--- src/rtl/dbi_pkg.sv ---
package dbi_pkg;
  localparam int NBUF = 2;

  typedef enum logic {
    ST_IDLE = 1'b0,
    ST_XFER = 1'b1
  } txn_st_e;
endpackage

--- src/rtl/dbi_pkt_mem.sv ---
module dbi_pkt_mem #(
  parameter int ADDR_W = 8
) (
  input  logic              clk,
  input  logic              rst_n,
  input  logic              we,
  input  logic [ADDR_W-1:0] waddr,
  input  logic [7:0]        wdata,
  input  logic              re,
  input  logic [ADDR_W-1:0] raddr,
  output logic [7:0]        rdata
);
  localparam int DEPTH = 1 << ADDR_W;

  logic [7:0] mem [DEPTH];
  logic [7:0] rdata_q;

  always_ff @(posedge clk) begin
    if (we) mem[waddr] <= wdata;
  end

  always_ff @(posedge clk or negedge rst_n) begin
    if (!rst_n)  rdata_q <= '0;
    else if (re) rdata_q <= mem[raddr];
  end

  assign rdata = rdata_q;
endmodule

--- src/rtl/dbi_buf_state.sv ---
module dbi_buf_state
  import dbi_pkg::*;
#(
  parameter int LEN_W = 7
) (
  input  logic                        clk,
  input  logic                        rst_n,
  input  logic                        set_en,
  input  logic                        set_idx,
  input  logic [LEN_W-1:0]            set_len,
  input  logic                        clr_en,
  input  logic                        clr_idx,
  output logic [NBUF-1:0]             full_o,
  output logic [NBUF-1:0][LEN_W-1:0]  cnt_o
);
  for (genvar b = 0; b < NBUF; b++) begin : g_buf
    logic             full_d, full_q;
    logic [LEN_W-1:0] cnt_d, cnt_q;

    always_comb begin
      full_d = full_q;
      cnt_d  = cnt_q;
      if (set_en && (set_idx == 1'(b))) begin
        full_d = 1'b1;
        cnt_d  = set_len;
      end
      if (clr_en && (clr_idx == 1'(b))) begin
        full_d = 1'b0;
      end
    end

    always_ff @(posedge clk or negedge rst_n) begin
      if (!rst_n) begin
        full_q <= 1'b0;
        cnt_q  <= '0;
      end else begin
        full_q <= full_d;
        cnt_q  <= cnt_d;
      end
    end

    assign full_o[b] = full_q;
    assign cnt_o[b]  = cnt_q;
  end
endmodule

--- src/rtl/dbi_txn_ctl.sv ---
module dbi_txn_ctl
  import dbi_pkg::*;
#(
  parameter int LEN_W = 7
) (
  input  logic             clk,
  input  logic             rst_n,
  input  logic             dbl,
  input  logic             in_token,
  input  logic             txn_done,
  input  logic             txn_ack,
  input  logic             drain_full,
  input  logic [LEN_W-1:0] drain_cnt,
  output logic             eff_sel,
  output logic             ack_evt,
  output logic             resp_data,
  output logic             resp_nak,
  output logic             resp_buf,
  output logic [LEN_W-1:0] resp_len
);
  txn_st_e          st_d, st_q;
  logic             sel_d, sel_q;
  logic             rdat_d, rdat_q;
  logic             rnak_d, rnak_q;
  logic             buf_d, buf_q;
  logic [LEN_W-1:0] len_d, len_q;

  assign eff_sel = sel_q & dbl;

  always_comb begin
    st_d    = st_q;
    sel_d   = sel_q;
    rdat_d  = 1'b0;
    rnak_d  = 1'b0;
    buf_d   = buf_q;
    len_d   = len_q;
    ack_evt = 1'b0;
    case (st_q)
      ST_IDLE: begin
        if (in_token) begin
          if (drain_full) begin
            st_d   = ST_XFER;
            rdat_d = 1'b1;
            buf_d  = eff_sel;
            len_d  = drain_cnt;
          end else begin
            rnak_d = 1'b1;
          end
        end
      end
      ST_XFER: begin
        if (txn_done) begin
          st_d = ST_IDLE;
          if (txn_ack) begin
            ack_evt = 1'b1;
            if (dbl) sel_d = ~eff_sel;
          end
        end
      end
      default: st_d = ST_IDLE;
    endcase
  end

  always_ff @(posedge clk or negedge rst_n) begin
    if (!rst_n) begin
      st_q   <= ST_IDLE;
      sel_q  <= 1'b0;
      rdat_q <= 1'b0;
      rnak_q <= 1'b0;
      buf_q  <= 1'b0;
      len_q  <= '0;
    end else begin
      st_q   <= st_d;
      sel_q  <= sel_d;
      rdat_q <= rdat_d;
      rnak_q <= rnak_d;
      buf_q  <= buf_d;
      len_q  <= len_d;
    end
  end

  assign resp_data = rdat_q;
  assign resp_nak  = rnak_q;
  assign resp_buf  = buf_q;
  assign resp_len  = len_q;
endmodule

--- src/rtl/dbi_bulk_in_ep.sv ---
module dbi_bulk_in_ep
  import dbi_pkg::*;
#(
  parameter int ADDR_W  = 8,
  parameter int MAX_PKT = 64,
  localparam int OFFS_W = $clog2(MAX_PKT),
  localparam int LEN_W  = $clog2(MAX_PKT + 1)
) (
  input  logic              clk,
  input  logic              rst_n,
  input  logic              cfg_dbl,
  input  logic [ADDR_W-1:0] cfg_base0,
  input  logic [ADDR_W-1:0] cfg_base1,
  input  logic              prod_we,
  input  logic [OFFS_W-1:0] prod_offs,
  input  logic [7:0]        prod_data,
  input  logic              prod_commit,
  input  logic [LEN_W-1:0]  prod_len,
  output logic              fill_sel,
  output logic              prod_err,
  output logic              ep_sel,
  input  logic              in_token,
  output logic              resp_data,
  output logic              resp_nak,
  output logic              resp_buf,
  output logic [LEN_W-1:0]  resp_len,
  input  logic              rd_en,
  input  logic [OFFS_W-1:0] rd_offs,
  output logic [7:0]        rd_data,
  input  logic              txn_done,
  input  logic              txn_ack
);
  // slot descriptor: base address and byte count per slot, slot 0 first
  logic [ADDR_W-1:0]            base [NBUF];
  logic [NBUF-1:0]              full;
  logic [NBUF-1:0][LEN_W-1:0]   cnt;

  logic eff_sel, ack_evt;
  logic fill_free, len_ok, commit_ok, wr_ok;
  logic err_d, err_q;

  assign base[0] = cfg_base0;
  assign base[1] = cfg_base1;

  assign fill_sel  = cfg_dbl ? (eff_sel ^ full[eff_sel]) : 1'b0;
  assign fill_free = ~full[fill_sel];
  assign len_ok    = (prod_len <= LEN_W'(MAX_PKT));
  assign commit_ok = prod_commit & fill_free & len_ok;
  assign wr_ok     = prod_we & fill_free;
  assign err_d     = prod_commit & ~commit_ok;

  dbi_buf_state #(.LEN_W(LEN_W)) i_state (
    .clk     (clk),
    .rst_n   (rst_n),
    .set_en  (commit_ok),
    .set_idx (fill_sel),
    .set_len (prod_len),
    .clr_en  (ack_evt),
    .clr_idx (resp_buf),
    .full_o  (full),
    .cnt_o   (cnt)
  );

  dbi_txn_ctl #(.LEN_W(LEN_W)) i_ctl (
    .clk        (clk),
    .rst_n      (rst_n),
    .dbl        (cfg_dbl),
    .in_token   (in_token),
    .txn_done   (txn_done),
    .txn_ack    (txn_ack),
    .drain_full (full[eff_sel]),
    .drain_cnt  (cnt[eff_sel]),
    .eff_sel    (eff_sel),
    .ack_evt    (ack_evt),
    .resp_data  (resp_data),
    .resp_nak   (resp_nak),
    .resp_buf   (resp_buf),
    .resp_len   (resp_len)
  );

  dbi_pkt_mem #(.ADDR_W(ADDR_W)) i_mem (
    .clk   (clk),
    .rst_n (rst_n),
    .we    (wr_ok),
    .waddr (base[fill_sel] + ADDR_W'(prod_offs)),
    .wdata (prod_data),
    .re    (rd_en),
    .raddr (base[resp_buf] + ADDR_W'(rd_offs)),
    .rdata (rd_data)
  );

  always_ff @(posedge clk or negedge rst_n) begin
    if (!rst_n) err_q <= 1'b0;
    else        err_q <= err_d;
  end

  assign prod_err = err_q;
  assign ep_sel   = eff_sel;
endmodule

--- config.mk ---
export PLATFORM = sky130hd
export DESIGN_NAME = dbi_bulk_in_ep
export DESIGN_NICKNAME = d
export VERILOG_FILES = /design/src/rtl/dbi_pkg.sv /design/src/rtl/dbi_pkt_mem.sv /design/src/rtl/dbi_buf_state.sv /design/src/rtl/dbi_txn_ctl.sv /design/src/rtl/dbi_bulk_in_ep.sv
export SDC_FILE = /design/constraint.sdc
export NUM_CORES = 2
export LEC_CHECK = 0
export BUFFER_PORTS_ARGS = -buffer_cell sky130_fd_sc_hd__buf_2
export CORE_MARGIN = 3
export CORE_UTILIZATION = 40
export DETAILED_ROUTE_END_ITERATION = 16
export SLEW_MARGIN = 20
export SYNTH_ARGS = -nofsm -noshare
export SYNTH_HDL_FRONTEND = slang
export SYNTH_SLANG_ARGS = --single-unit
--- constraint.sdc ---
create_clock -name clk -period 9.1 [get_ports clk]
set_input_delay 0.455 -clock clk [delete_from_list [all_inputs] [get_ports clk]]
set_output_delay 0.455 -clock clk [all_outputs]
set_load 0.05 [all_outputs]
==> summary.txt <==
Status
  – Status: complete, no violations

STA
  – Setup Skew: around 34 ps
  – Setup TNS: 0 ps
  – Relative slew margins: between 20% and 30%
  – Tightest Pin Transition: approximately 1100 ps
  – Fmax: 0.159 GHz
  – Crit path setup slack, layout: about 2800 ps
  – Final period utilization: 69.1%
  – Unrepaired setup endpoints after global routing: false
  – Max-slew violations: 0
  – Final Critical Period: approximately 6300 ps
  – Final Hold Fails: 0
  – Setup violators final: 0

GRT
  – GR Util All Layers: between 20 and 25%
  – M2 GR Usage: 33.2%
  – Vias in the first global route: roughly 42000
  – Global routing's busiest layer: met2
  – GR Overflow Total: 0
  – Antenna violations before repair: 5
  – First-pass GRT wire length: between 300000 and 400000 µm
  – Largest net degree at the start of global routing: about 190
  – GRT met3 Usage: approximately 3.8%
  – Routing usage on met1: between 20% and 30%

Clock network
  – Clk buf depth: 3
  – CTS buffer count: 207
  – Worst-path clk slew: approximately 60 ps
  – Clock Sinks: ~2100
  – Post_cts resized: 0
  – H-Tree Depth: 4
  – CTS tree: done
  – Clk root buf: clkbuf_16
  – Worst skew pair latency: approximately 840 ps

Placed design
  – # port buffers: just over 70
  – Placer Congestion: approximately 0.84
  – Post-DP HPWL: about 130000 µm
  – Dpl ws: 2820 ps
  – Placed Area: ~85000 µm²

Worst setup path
  – Critical Path Start Type: register
  – WP buf/inv: 2
  – Worst path required time: 9850 ps
  – CP Capture Type: register
  – Data arrival, critical path: approximately 7000 ps
  – Worst path max stage delay: 1450 ps
  – Top cell by count, worst path: buf_4
  – Worst-path fanout max: 45
  – Top delay family on crit path: adder cells
  – Crit-path slowest cell: fa_4
  – Cell Chain, Critical Path: mux2_2, ha_4, fa_4, buf_4, buf_4, mux4_2, mux2i_1, a221oi_1, o21ai_0, a21oi_1, or4b_1
  – Worst Path Class, Setup: reg -> reg

Detailed routing
  – # DRC: 0
  – Initial DRC count: between 4000 and 5000
  – Routed wire per std cell: 30.3 µm
  – Via count: between 40000 and 50000
  – Post-route ant nets: 0
  – Pre-Repair DR Iteration Count: 7
  – Vias per inst: 5.79
  – DRT Wirelength: ~220000 µm

Power and ir drop
  – P_leak: 28.8 nW
  – Power Total: between 0.02 and 0.03 W
  – VDD IR max: about 0.22 mV
  – Power per cell area: 285 nW/µm²

Synthesis
  – Synth warn: 0
  – Post-synth EDFFs: between 2000 and 2500
  – Synth Register Bits: 2085
  – Synth Cell Area: a little over 80000 µm²
  – Syn avg cell area: 19.6 µm²
  – Syn Inst Count: ~4200
  – Synthesized net count: 4245
  – Top FF cell, synth: edfxtp_1
  – Seq/Total Area, Yosys: 76.1%
  – FFs w/ async S/R, synth: between 1.5 and 2%
  – Post-synthesis cell type count: 72

Die
  – CORE AREA: between 200000 and 250000 µm²
  – Die height: ~460 µm
  – Starting Density: 40.4%
  – # IOs: 73
  – Die Width: 459 µm
  – Core Rows: roughly 170
  – Die ar.: about 210000 µm²

Worst hold path
  – Hold Path Class: in -> reg

Finish
  – Multi-input logic area: 18400 µm²
  – Final #Nets: between 4000 and 5000
  – Layout cells sized above 1: 21.7%
  – Register Area: about 62000 µm²
  – Final instance area: between 90000 and 100000 µm²
  – Final core utilization: 45.3%
  – Most frequent cells in the layout: edfxtp_1, mux4_2, nand2_1, nor2_1, clkbuf_16
  – Fill cells: roughly 17000
  – P&R area growth vs syn: 12.1%
  – Commonest non-fill, non-tap cell in the layout: edfxtp_1

Run
  – Max-cap viol count: 0
-- per-stage QoR --
| step | hold slack, ps | std cells |
|---|---|---|
| 5_1_grt | 59.4 | 7154 |
| 6_report | 74.3 | 7157 |
| 4_1_cts | 27.9 | 7154 |
| 3_5_place_dp | 465 | 6767 |
| 2_1_floorplan | 159 | 4178 |
| 3_3_place_gp | 462 | 6767 |
-- synth_stat cells (12+ instances only) --
| library cell | n | area share (%) |
|---|---|---|
| a21oi_1 | 34 | 0.21 |
| a221oi_1 | 12 | 0.13 |
| a31oi_1 | 18 | 0.14 |
| a32oi_1 | 31 | 0.33 |
| and3_1 | 12 | 0.092 |
| buf_1 | 22 | 0.10 |
| buf_2 | 62 | 0.38 |
| buf_4 | 46 | 0.42 |
| buf_6 | 16 | 0.22 |
| clkbuf_1 | 90 | 0.41 |
| dfrtp_1 | 37 | 1.1 |
| edfxtp_1 | 2048 | 75 |
| ha_1 | 13 | 0.20 |
| inv_1 | 13 | 0.060 |
| mux2_2 | 22 | 0.30 |
| mux2i_1 | 81 | 0.99 |
| mux4_2 | 494 | 14 |
| nand2_1 | 475 | 2.2 |
| nand3_1 | 152 | 0.93 |
| nand4_1 | 41 | 0.31 |
| nor2_1 | 287 | 1.3 |
| o21ai_0 | 26 | 0.16 |
-- registers in the layout (all words and copies together), names as in the netlist --
register	flops
i_mem.mem	2048
i_state.g_buf.cnt_q	14
i_mem.rdata	8
i_ctl.resp_len	7
i_state.g_buf.full_q	2
i_ctl.resp_buf	1
i_ctl.resp_data	1
i_ctl.resp_nak	1
i_ctl.sel_q	1
i_ctl.st_q	1
prod_err	1
-- cell type report --
cell class / count / area share [%]
repair buffers: 166 / 1.47
inverters: 14 / 0.0572
flip-flops and latches: 2085 / 67.9
diodes: 3 / 0.00817
well taps: 2672 / 3.64
clock inverters: 117 / 0.960
clock buffers: 258 / 5.91
multi-input cells: 1842 / 20.0
-- worst paths after layout --
kind	cells past startpoint	slack (ps)	from	endpoint
setup / recovery	11	2820	i_ctl.resp_buf	i_mem.rdata[7]
hold / removal	1	70	prod_data[4]	i_mem.mem[103][4]
setup reg to reg	11	2820	i_ctl.resp_buf	i_mem.rdata[7]
hold reg to reg	2	470	i_ctl.resp_len[6]	i_ctl.resp_len[6]
max in group asynchronous	2	8450	rst_n	i_mem.rdata[3]
min in group asynchronous	2	200	rst_n	i_ctl.resp_len[0]
-- routing by layer --
metal	vias to the layer above	part of all wire, %
met5	-	0
met4	0	3.5
met3	354	7.6
li1	17200	-
met1	22000	40
met2	1805	49
-- worst reg2reg max path, stage by stage (launching register included) --
cell,delay (ps)
dfrtp_1,920
mux2_2,470
ha_4,180
fa_4,1460
buf_4,570
buf_4,530
mux4_2,310
mux2i_1,70
a221oi_1,560
o21ai_0,290
a21oi_1,610
or4b_1,230
-- power by group --
part	internal, W	leakage, nW	switching, W
Clock	0.00448	3.09	0.00357
Combinational	0.00256	6.82	0.00474
Sequential	0.0107	18.9	0.000107
Total	0.0177	28.8	0.00842
-- repair_timing --
| action | in CTS | in global routing |
|---|---|---|
| buffers inserted | 0 | 0 |
| hold endpoints to repair | 56 | 0 |
| hold buffers | 12 | 0 |
-- kinds of logic (layout without fill, tap and decap cells) --
kind of cell | after synthesis | count (layout) | synth area share [%]
buffers and inverters | 251 | 555 | 1.61
AOI/OAI and AO/OA | 208 | 208 | 1.86
DFF | 2085 | 2085 | 76.1
other | 0 | 3 | 0
xor gates and xnor gates | 11 | 11 | 0.127
muxes | 597 | 597 | 14.9
adders and majority gates | 15 | 15 | 0.247
and+or+nand+nor | 1011 | 1011 | 5.18
Note: power is estimated with default switching activity, not from simulation.
